`src/rtl/mdio_access_bridge.sv`:
```
module mdio_access_bridge #(
  parameter int HALF_DIV = 10,
  parameter int PRE_LEN = 32,
  parameter logic [4:0] PHY_ADDR = 5'd1
) (
  input  logic        clk,
  input  logic        rst_n,
  input  logic        wr_en,
  input  logic [31:0] wr_data,
  output logic [31:0] rd_data,
  output logic        mdc,
  output logic        mdio_o,
  output logic        mdio_oe,
  input  logic        mdio_i
);
  localparam int FRAME = PRE_LEN + 32;
  localparam int DW = $clog2(HALF_DIV + 1);
  localparam int BW = $clog2(FRAME + 1);
  localparam int DATA_START = FRAME - 16;
  localparam int TA2 = FRAME - 17;

  logic [31:0]      reg_q;
  logic             busy_q, mdc_q, oe_q;
  logic [DW-1:0]    div_q;
  logic [BW-1:0]    bit_q;
  logic [FRAME-1:0] sh_q;
  logic [15:0]      cap_q;
  logic             unused_bits;

  wire is_rd = ~reg_q[31];
  wire tick  = busy_q && (div_q == DW'(HALF_DIV - 1));
  wire rise  = tick && !mdc_q;
  wire fall  = tick && mdc_q;
  wire last  = fall && (bit_q == BW'(FRAME - 1));
  wire [BW-1:0] nxt_bit = bit_q + BW'(1);

  assign unused_bits = ^wr_data[30:21];
  assign rd_data = reg_q;
  assign mdc     = mdc_q;
  assign mdio_oe = oe_q;
  assign mdio_o  = sh_q[FRAME-1];

  always_ff @(posedge clk or negedge rst_n) begin
    if (!rst_n) begin
      reg_q  <= '0;
      busy_q <= 1'b0;
      mdc_q  <= 1'b0;
      oe_q   <= 1'b0;
      div_q  <= '0;
      bit_q  <= '0;
      sh_q   <= '0;
      cap_q  <= '0;
    end else if (!busy_q) begin
      if (wr_en) begin
        reg_q  <= {wr_data[31], 10'd0, wr_data[20:0]};
        busy_q <= 1'b1;
        div_q  <= '0;
        bit_q  <= '0;
        mdc_q  <= 1'b0;
        oe_q   <= 1'b1;
        sh_q   <= {{PRE_LEN{1'b1}}, 2'b01,
                   wr_data[31] ? 2'b01 : 2'b10,
                   PHY_ADDR, wr_data[20:16],
                   wr_data[31] ? 2'b10 : 2'b11,
                   wr_data[31] ? wr_data[15:0] : 16'h0000};
      end
    end else begin
      div_q <= tick ? '0 : div_q + DW'(1);
      if (tick) mdc_q <= ~mdc_q;
      if (rise && is_rd && bit_q >= BW'(DATA_START))
        cap_q <= {cap_q[14:0], mdio_i};
      if (last) begin
        busy_q    <= 1'b0;
        oe_q      <= 1'b0;
        reg_q[31] <= is_rd;
        if (is_rd) reg_q[15:0] <= cap_q;
      end else if (fall) begin
        bit_q <= nxt_bit;
        sh_q  <= {sh_q[FRAME-2:0], 1'b0};
        oe_q  <= !(is_rd && nxt_bit >= BW'(TA2));
      end
    end
  end


  mdio_stable_chk: assert property (@(posedge clk) disable iff (!rst_n)
    (mdc_q && $past(mdc_q)) |-> ($stable(mdio_o) && $stable(mdio_oe)));

  mdc_idle_chk: assert property (@(posedge clk) disable iff (!rst_n)
    !busy_q |-> !mdc_q);

  flag_hold_chk: assert property (@(posedge clk) disable iff (!rst_n)
    (busy_q && $past(busy_q)) |-> ($stable(reg_q[31]) && $stable(reg_q[20:16])));

  ignore_wr_chk: assert property (@(posedge clk) disable iff (!rst_n)
    ($past(busy_q) && $past(wr_en)) |-> $stable(reg_q[20:16]));

  release_chk: assert property (@(posedge clk) disable iff (!rst_n)
    (busy_q && is_rd && bit_q >= BW'(TA2)) |-> !mdio_oe);

  write_drive_chk: assert property (@(posedge clk) disable iff (!rst_n)
    (busy_q && !is_rd) |-> mdio_oe);
endmodule

```
`config.mk`:
```
export PLATFORM = sky130hd
export DESIGN_NAME = mdio_access_bridge
export DESIGN_NICKNAME = d
export VERILOG_FILES = /design/src/rtl/mdio_access_bridge.sv
export SDC_FILE = /design/constraint.sdc
export NUM_CORES = 1
export LEC_CHECK = 0
export BUFFER_PORTS_ARGS = -buffer_cell sky130_fd_sc_hd__buf_4
export CORE_ASPECT_RATIO = 1.75
export CORE_MARGIN = 4
export CORE_UTILIZATION = 50
export CTS_CLUSTER_SIZE = 40
export DETAILED_ROUTE_END_ITERATION = 12
export HOLD_SLACK_MARGIN = 0.12
export PLACE_DENSITY = 0.71
export SYNTH_ARGS = -nofsm -noshare
export SYNTH_HDL_FRONTEND = slang
export SYNTH_SLANG_ARGS = --single-unit
```
`constraint.sdc`:
```
create_clock -name clk -period 2.15 [get_ports clk]
set_clock_uncertainty 0.05 [all_clocks]
set_input_delay 0.645 -clock clk [delete_from_list [all_inputs] [get_ports clk]]
set_output_delay 0.645 -clock clk [all_outputs]
set_load 0.02 [all_outputs]
```
=== Yosys cells after proc, flatten, opt, wreduce, memory -nomap -nowiden ===
Cells that the tools add are included.

* Bits of input ports: 36
* Register bits after elaboration: 116
* Word-level logic and storage cells: 72
* Output and inout port bits: 35

* Equal/unequal tests: 8
* Magnitude comparators: 2
* Add/subtract/negate cells: 2
* Reductions and logical operators: 17
* Multiplexer cells: 30
* Bitwise gates (word level): 3

{| class="wikitable"
|+ Operators with widths
! operator !! count
|-
| $mux 64 || 4
|-
| $mux 16 || 4
|-
| $mux 32 || 1
|-
| $mux 7 || 4
|-
| $ge 7x6->1 const B || 2
|-
| $mux 1 || 13
|-
| $mux 4 || 3
|-
| $reduce_and 2->1 || 5
|-
| $add 7x1->7 const B || 1
|-
| $eq 7x6->1 const B || 1
|-
| $logic_and 1x1->1 || 7
|-
| $ne 2x1->1 const B || 3
|-
| $reduce_and 3->1 || 2
|-
| $add 4x1->4 const B || 1
|-
| $eq 4x4->1 const B || 1
|-
| $ne 2x2->1 const B || 2
|-
| $ne 3x1->1 const B || 1
|-
| $not 1->1 || 3
|-
| $logic_not 1->1 || 2
|-
| $mux 2 || 1
|-
| $reduce_bool 2->1 || 1
|}

=== Longest topological paths before layout ===
Gate-level depths: netlist (run 1).

* Depth in word-level cells: 7
* Depth in mapped cells: 8
* Mapped depth without buffers: 7

=== Least setup slack after synthesis (run 1) ===
OpenSTA, ideal clock, no wires.

* Path kind: register to register
* From: register bit_q[0]
* To: register oe_q, in the netlist mdio_oe
* Cell stages (with the launch flop): 8
* Period minus slack after synthesis: 1.994 ns
* Library setup time: 0.136 ns
* Path slack: 0.156 ns
* Buffers on the path: 1
* Data arrival time: 1.808 ns
* Required time: 1.964 ns
* Cells stage by stage: dfrtp_1 ha_1 clkbuf_2 and2_1 or4b_2 o2111ai_1 a2111o_1 o21ai_0

* Cells in the longest elaborated chain, start to end: 7
* Elaborated cells on any way between the ends: 11
* Those cells by class: 1 x add/sub; 1 x order compare; 2 x eq/ne; 3 x mux; 4 x reduce/logical

{| class="wikitable"
|+ RTL lines
! what !! RTL line !! source
|-
| start, declared || 25 || <nowiki>logic [BW-1:0] bit_q;</nowiki>
|-
| start signal, assigned || 78 || <nowiki>bit_q <= nxt_bit;</nowiki>
|-
| $add 7x1->7 || 35 || <nowiki>wire [BW-1:0] nxt_bit = bit_q + BW'(1);</nowiki>
|-
| $ge 7x6->1 || 80 || <nowiki>oe_q <= !(is_rd && nxt_bit >= BW'(TA2));</nowiki>
|-
| $logic_and 1x1->1 || 80 ||
|-
| $logic_not 1->1 || 80 ||
|-
| $mux 1 || 77 || <nowiki>end else if (fall) begin</nowiki>
|-
| $mux 1 || 72 || <nowiki>if (last) begin</nowiki>
|-
| $mux 1 || 53 || <nowiki>end else if (!busy_q) begin</nowiki>
|-
| end signal, assigned || 80 ||
|-
| end, declared || 23 || <nowiki>logic busy_q, mdc_q, oe_q;</nowiki>
|}

Several ways; a longest one is shown, not always the timed one. The select of a mux whose other input is x is not followed.
A chain may end at the register's enable or synchronous reset.

=== Worst setup path in the final report (run 1) ===
* From: register div_q[1]
* To: register cap_q[10]

* Cells in the longest elaborated chain, start to end: 6

{| class="wikitable"
|+ RTL lines
! what !! RTL line !! source
|-
| start, declared || 24 || <nowiki>logic [DW-1:0] div_q;</nowiki>
|-
| start signal, assigned || 68 || <nowiki>div_q <= tick ? '0 : div_q + DW'(1);</nowiki>
|-
| $eq 4x4->1 || 31 || <nowiki>wire tick = busy_q && (div_q == DW'(HALF_DIV - 1));</nowiki>
|-
| $logic_and 1x1->1 || 31 ||
|-
| $logic_and 1x1->1 || 32 || <nowiki>wire rise = tick && !mdc_q;</nowiki>
|-
| $logic_and 1x1->1 (2 in series) || 70 || <nowiki>if (rise && is_rd && bit_q >= BW'(DATA_START))</nowiki>
|-
| $reduce_and 2->1 (no source line) || -- ||
|-
| end signal, assigned || 71 || <nowiki>cap_q <= {cap_q[14:0], mdio_i};</nowiki>
|-
| end, declared || 27 || <nowiki>logic [15:0] cap_q;</nowiki>
|}

No other way between the ends.

==> flow_summary.json, run 1 <==
{
  "final-hold-violation-count": 0,
  "rsz0062_at_grt": "no",
  "yosys_warnings": 0,
  "yosysTopAreaCell": "dfrtp_1",
  "place_congestion": 0.782,
  "dpl.hpwl_mm": 7.23,
  "p_comb_frac": 0.222,
  "drc": 0,
  "power.density_nw_per_um2": 1280,
  "num_vias": 3979,
  "async_flop_share": 1.00,
  "placementRows": 48,
  "ys_top_cells_by_area": "dfrtp_1 57%, nand2_1 11%, o21ai_0 6.0%",
  "synth_edf_count": 0,
  "criticalPathCategory": "register to register",
  "diodes": 0,
  "p_leak_nw": 2.97,
  "holdWs_ns": 0.387,
  "syn-cell-area_um2": 5130,
  "stdcell_area_um2": 6390,
  "die_w_um": 84.6,
  "cts_setup_buffers": 0,
  "synth.most_common_cell": "nand2_1",
  "max_freq_ghz": 0.493,
  "routed_wl_mm": 11.7,
  "finalSetupViolCount": 0,
  "ys.flop_type": "dfrtp_1",
  "drt-pass1-iter-count": 5,
  "wl_per_cell_um": 16.2,
  "cts_sinks": 116,
  "place_area_um2": 5710,
  "antenna_left": 0,
  "worstPathRequired_ns": 2.39,
  "cts-root-buf": "clkbuf_16",
  "slew_headroom": 0.531,
  "nNetsFinal": 625,
  "min_path_type": "input port to register",
  "clk_latency_ns": 0.41,
  "seq_power_share": 0.399,
  "synthTopCellsByCount": "153 x nand2_1, 116 x dfrtp_1, 62 x o21ai_0",
  "avgSynthCellArea_um2": 9.73,
  "drt_iter0_markers": 277,
  "viasPerCell": 5.51,
  "grt_use_total": 0.206,
  "cts_tree": "done",
  "end_kind": "register",
  "ys_types": 45,
  "status": "completed",
  "path_clk_slew_ns": 0.06,
  "drv_slew": 0,
  "internal_power_mw": 5.74,
  "start_util": 0.515,
  "p_switching_mw": 2.43,
  "yosys_register_bits": 116,
  "grt_max_degree": 49,
  "grt_pass1_vias": 4140,
  "clock_power_share": 0.379,
  "area_growth_pct": 24.5,
  "cts_buffers": 17,
  "overflow": 0,
  "period_share": 0.943,
  "synth_cells": 528,
  "cp-start-kind": "register",
  "tightest_slew_ns": 0.701,
  "synth-seq-area-share": 0.565,
  "clockBufferDepth": 2,
  "fill_cells": 806,
  "boundaryPins": 71,
  "swShare": 0.297,
  "drive_gt1_frac": 0.218,
  "total_power_mw": 8.17,
  "core_area_um2": 9970,
  "antenna_found_initial": 0,
  "irDropWorstVdd_mv": 0.796,
  "cp.arrival_ns": 2.27,
  "grt_pass1_wl_mm": 19.7,
  "die_area_um2": 12000,
  "die_height_um": 142,
  "period_needed_ns": 2.03,
  "synthDominantCellAreaShare": 0.565,
  "worst-path-max-fanout": 16,
  "portBuffers": 50,
  "drv_cap": 0,
  "htreeDepth": 4
}
==> layout make-up <==
cell class | count | area (µm²) | share of cell area
clock buffers | 17 | 425 | 0.0665
clock inverters | 15 | 228 | 0.0356
inverters | 5 | 18.8 | 0.00294
multi-input cells | 370 | 2050 | 0.320
flip-flops and latches | 116 | 2900 | 0.454
well taps | 125 | 156 | 0.0245
repair buffers | 74 | 616 | 0.0963
==> flip-flops by register name, indices dropped and copies added (netlist names) <==
register / flops
bit_q: 7
busy_q: 1
cap_q: 16
div_q: 4
mdc: 1
mdio_oe: 1
rd_data: 22
sh_q: 64
==> power by group through the flow <==
stage	sequential (mW)	clock, mW	combinational (mW)
2_1_floorplan	3.31	0	1.12
6_report	3.26	3.09	1.81
3_5_place_dp	3.28	0	1.79
3_3_place_gp	3.24	0	1.72
5_1_grt	3.33	3.26	2.04
4_1_cts	3.26	3.13	1.83
==> through the flow <==
step	setup WS (ns)	TNS, ns	instances	util
2_1_floorplan	0.156	0	537	-
3_3_place_gp	-0.00750	-0.00750	688	0.573
3_5_place_dp	-0.0675	-0.406	688	0.573
4_1_cts	0.0928	0	722	0.641
5_1_grt	0.0428	0	722	0.641
6_report	0.123	0	722	0.641
==> kinds of logic (layout without fill, tap and decap cells) <==
| group | after synthesis | after routing | synth area share |
|---|---|---|---|
| AND/OR/NAND/NOR | 195 | 196 | 0.165 |
| flip-flops | 116 | 116 | 0.565 |
| buffers and inverters | 52 | 111 | 0.0487 |
| multiplexers | 21 | 21 | 0.0448 |
| AO/OA/AOI/OAI | 134 | 134 | 0.156 |
| adder cells (fa/ha/maj) | 5 | 5 | 0.0122 |
| other | 1 | 10 | 0.000730 |
| XOR/XNOR | 4 | 4 | 0.00682 |
==> final timing paths <==
path,start,to,slack (ns),depth (start not counted)
min in group asynchronous,rst_n,sh_q[9]$_DFFE_PN0P_,0.66,2
max in group asynchronous,rst_n,sh_q[62]$_DFFE_PN0P_,0.77,3
worst max register to register,div_q[1]$_DFFE_PN0P_,cap_q[10]$_DFFE_PN0P_,0.12,7
worst max-delay path,div_q[1]$_DFFE_PN0P_,cap_q[10]$_DFFE_PN0P_,0.12,7
worst min-delay path,wr_data[19],rd_data[19]$_DFFE_PN0P_,0.39,3
worst min register to register,sh_q[23]$_DFFE_PN0P_,sh_q[24]$_DFFE_PN0P_,0.41,2
==> timing repair <==
action,4_1_cts,5_1_grt
cloned,1,0
resized for setup,2,2
pin swaps,0,0
hold endpoints to repair,10,0
setup endpoints to repair,19,1
hold buffers,1,0
==> critical path, stage by stage (launching register included) <==
cell and delay [ns]:
dfrtp_1 0.39, inv_1 0.08, ha_1 0.23, nand4b_4 0.14, buf_4 0.18, nor4_4 0.27
buf_12 0.20, mux2_2 0.35
==> layer usage <==
layer  global-route usage  vias to the layer above  part of all wire
met5                    0                        -                 0
met2                0.359                      103              0.55
met1                0.232                     1957              0.39
met3               0.0550                       16             0.041
li1                     -                     1903                 -
met4               0.0976                        0             0.021
==> cells in the final DEF (no fill, tap or decap), drive strengths merged, types with 4 or more instances in the layout <==
cell	Yosys	routed
inv	5	8
nand3	13	13
clkinv	0	5
o21ai	80	80
nor2b	4	4
dfrtp	116	116
ha	5	5
a21oi	9	9
a22oi	31	31
mux2i	5	5
xor2	4	4
conb	1	10
clkbuf	24	17
nor2	9	10
mux2	16	16
buf	23	73
nand2	153	153
bufinv	0	5
Note: power is estimated with default switching activity, not from simulation.
==> run 2: changes to the inputs <==
--- a/config.mk
+++ b/config.mk
@@ -6,13 +6,15 @@
 export NUM_CORES = 1
 export LEC_CHECK = 0
 export BUFFER_PORTS_ARGS = -buffer_cell sky130_fd_sc_hd__buf_4
+export CELL_PAD_IN_SITES_DETAIL_PLACEMENT = 0
+export CELL_PAD_IN_SITES_GLOBAL_PLACEMENT = 2
 export CORE_ASPECT_RATIO = 1.75
 export CORE_MARGIN = 4
-export CORE_UTILIZATION = 50
+export CORE_UTILIZATION = 36
 export CTS_CLUSTER_SIZE = 40
 export DETAILED_ROUTE_END_ITERATION = 12
 export HOLD_SLACK_MARGIN = 0.12
-export PLACE_DENSITY = 0.71
+export PLACE_DENSITY_LB_ADDON = 0.1
 export SYNTH_ARGS = -nofsm -noshare
 export SYNTH_HDL_FRONTEND = slang
 export SYNTH_SLANG_ARGS = --single-unit
==> run 2 against run 1 <==
First-iteration DRC count is 36% lower; sequential cell count stayed put; sequential share of layout area is 0.12 points higher; worst hold slack hardly changed; combinational power is 11% lower; via count is 2.7% lower; critical path type unchanged.
==> flow_summary.json, run 2 (synthesized netlist as in run 1, its figures left out) <==
{
  "largest_reg_flops": 64,
  "drc": 0,
  "placementRows": 57,
  "num_vias": 3870,
  "portBuffers": 50,
  "p_leak_nw": 2.92,
  "power.density_nw_per_um2": 1210,
  "cts-root-buf": "clkbuf_16",
  "criticalPathCategory": "register to register",
  "holdWs_ns": 0.387,
  "nNetsFinal": 622,
  "layout_commonest_cell": "nand2_1",
  "finalSetupViolCount": 0,
  "period_share": 0.914,
  "worstPathRequired_ns": 2.37,
  "irDropWorstVdd_mv": 0.549,
  "drt-pass1-iter-count": 5,
  "clockBufferDepth": 2,
  "start_util": 0.369,
  "cts_tree": "done",
  "drive_gt1_frac": 0.214,
  "drv_cap": 0,
  "setup_ws_ns": 0.185,
  "tns_ns": 0,
  "place_congestion": 0.758,
  "drv_slew": 0,
  "crit_chain": "ha_1, and2_1, or4b_2, o2111ai_1, a2111o_1, o21ai_0",
  "area_growth_pct": 24.2,
  "grt_use_total": 0.151,
  "status": "completed",
  "rsz0062_at_grt": "no",
  "overflow": 0,
  "antenna_found_initial": 0,
  "regMostFlops": "sh_q",
  "viasPerCell": 5.02,
  "r2r-start": "bit_q[0]$_DFFE_PN0P_",
  "min_from": "wr_data[18]",
  "cp-start-kind": "register",
  "antenna_left": 0,
  "final_cell_mix": "153 x nand2_1, 116 x dfrtp_1, 66 x buf_4, 62 x o21ai_0, 31 x a22oi_1",
  "final-hold-violation-count": 0,
  "grt_pass1_vias": 4023,
  "period_needed_ns": 1.97,
  "worst-path-max-fanout": 6,
  "clk_latency_ns": 0.41,
  "end_kind": "register",
  "cts_buffers": 17,
  "min_path_type": "input port to register",
  "die_height_um": 166,
  "die_w_um": 98.3,
  "pre_cts_ws_ns": 0.204,
  "crit_path_max_incr_delay_ns": 0.64,
  "core_area_um2": 13900,
  "wl_per_cell_um": 14.9,
  "die_area_um2": 16300,
  "max_freq_ghz": 0.509,
  "cp.arrival_ns": 2.19,
  "drt_iter0_markers": 177,
  "cts_sinks": 116,
  "diodes": 0,
  "routed_wl_mm": 11.5,
  "critPathLaunch": "bit_q[0]$_DFFE_PN0P_",
  "grt_max_degree": 46,
  "boundaryPins": 71,
  "path_clk_slew_ns": 0.06,
  "fill_cells": 1367,
  "grt_pass1_wl_mm": 20.1,
  "dpl.hpwl_mm": 7.76,
  "htreeDepth": 4,
  "critical_path.slowest_cell": "or4b_2"
}
run 2: cell count changes in the layout (fill, tap and decap cells not counted):
cell | before | now
buf_4 | 68 | 66
inv_6 | 3 | 2
clkbuf_8 | 0 | 1
nor2_4 | 2 | 1
clkinvlp_4 | 2 | 3
bufinv_16 | 5 | 2
clkinv_4 | 3 | 5
buf_12 | 4 | 5
buf_8 | 1 | 0
run 2: area by class of cell:
class                           instances  area, µm²  area share
Clock buffer                           18        439      0.0689
Clock inverter                         14        154      0.0241
Inverter                                5       18.8     0.00294
Multi-Input combinational cell        369       2030       0.319
Sequential cell                       116       2900       0.455
Tap cell                              177        221      0.0347
Timing Repair Buffer                   72        606      0.0950
run 2: what timing repair did:
action,CTS,global route
resized for setup,0,0
hold buffers,1,0
buffers inserted,0,0
endpoints found under the hold margin,12,0
run 2: final timing paths:
path	endpoint	slack [ns]	depth (start not counted)
max	mdio_oe$_DFFE_PN0P_	0.18	6
min	rd_data[18]$_DFFE_PN0P_	0.39	3
max reg2reg	mdio_oe$_DFFE_PN0P_	0.18	6
min reg2reg	sh_q[38]$_DFFE_PN0P_	0.41	2
max in group asynchronous	sh_q[39]$_DFFE_PN0P_	0.83	3
min in group asynchronous	rd_data[14]$_DFFE_PN0P_	0.59	2
run 2: where the power goes:
group,switching (mW),internal (mW)
clock network,1.06,1.74
registers,0.479,2.86
logic,0.851,0.755
total,2.39,5.36
run 2: per-stage QoR:
stage	area [µm²]	total power, mW	utilization	std cells
floorplan	5170	4.43	-	537
global placement	5770	4.94	0.415	738
detailed placement	5770	5.00	0.415	738
CTS	6380	7.87	0.458	771
global route	6380	8.31	0.458	771
finish	6380	7.74	0.458	771
run 2: critical path, delay by kind of cell, from the launching register on:
family / cells / cell delay (ns)
AND/OR/NAND/NOR: 2 / 0.84
flip-flops: 1 / 0.38
AO/OA/AOI/OAI: 3 / 0.29
adder cells (fa/ha/maj): 1 / 0.26
run 2: layer usage:
| layer | global-route usage | part of all wire | vias to the layer above |
|---|---|---|---|
| met5 | 0 | 0 | - |
| li1 | - | - | 1898 |
| met3 | 0.0328 | 0.030 | 12 |
| met1 | 0.180 | 0.43 | 1908 |
| met2 | 0.261 | 0.53 | 52 |
| met4 | 0.0606 | 0.014 | 0 |
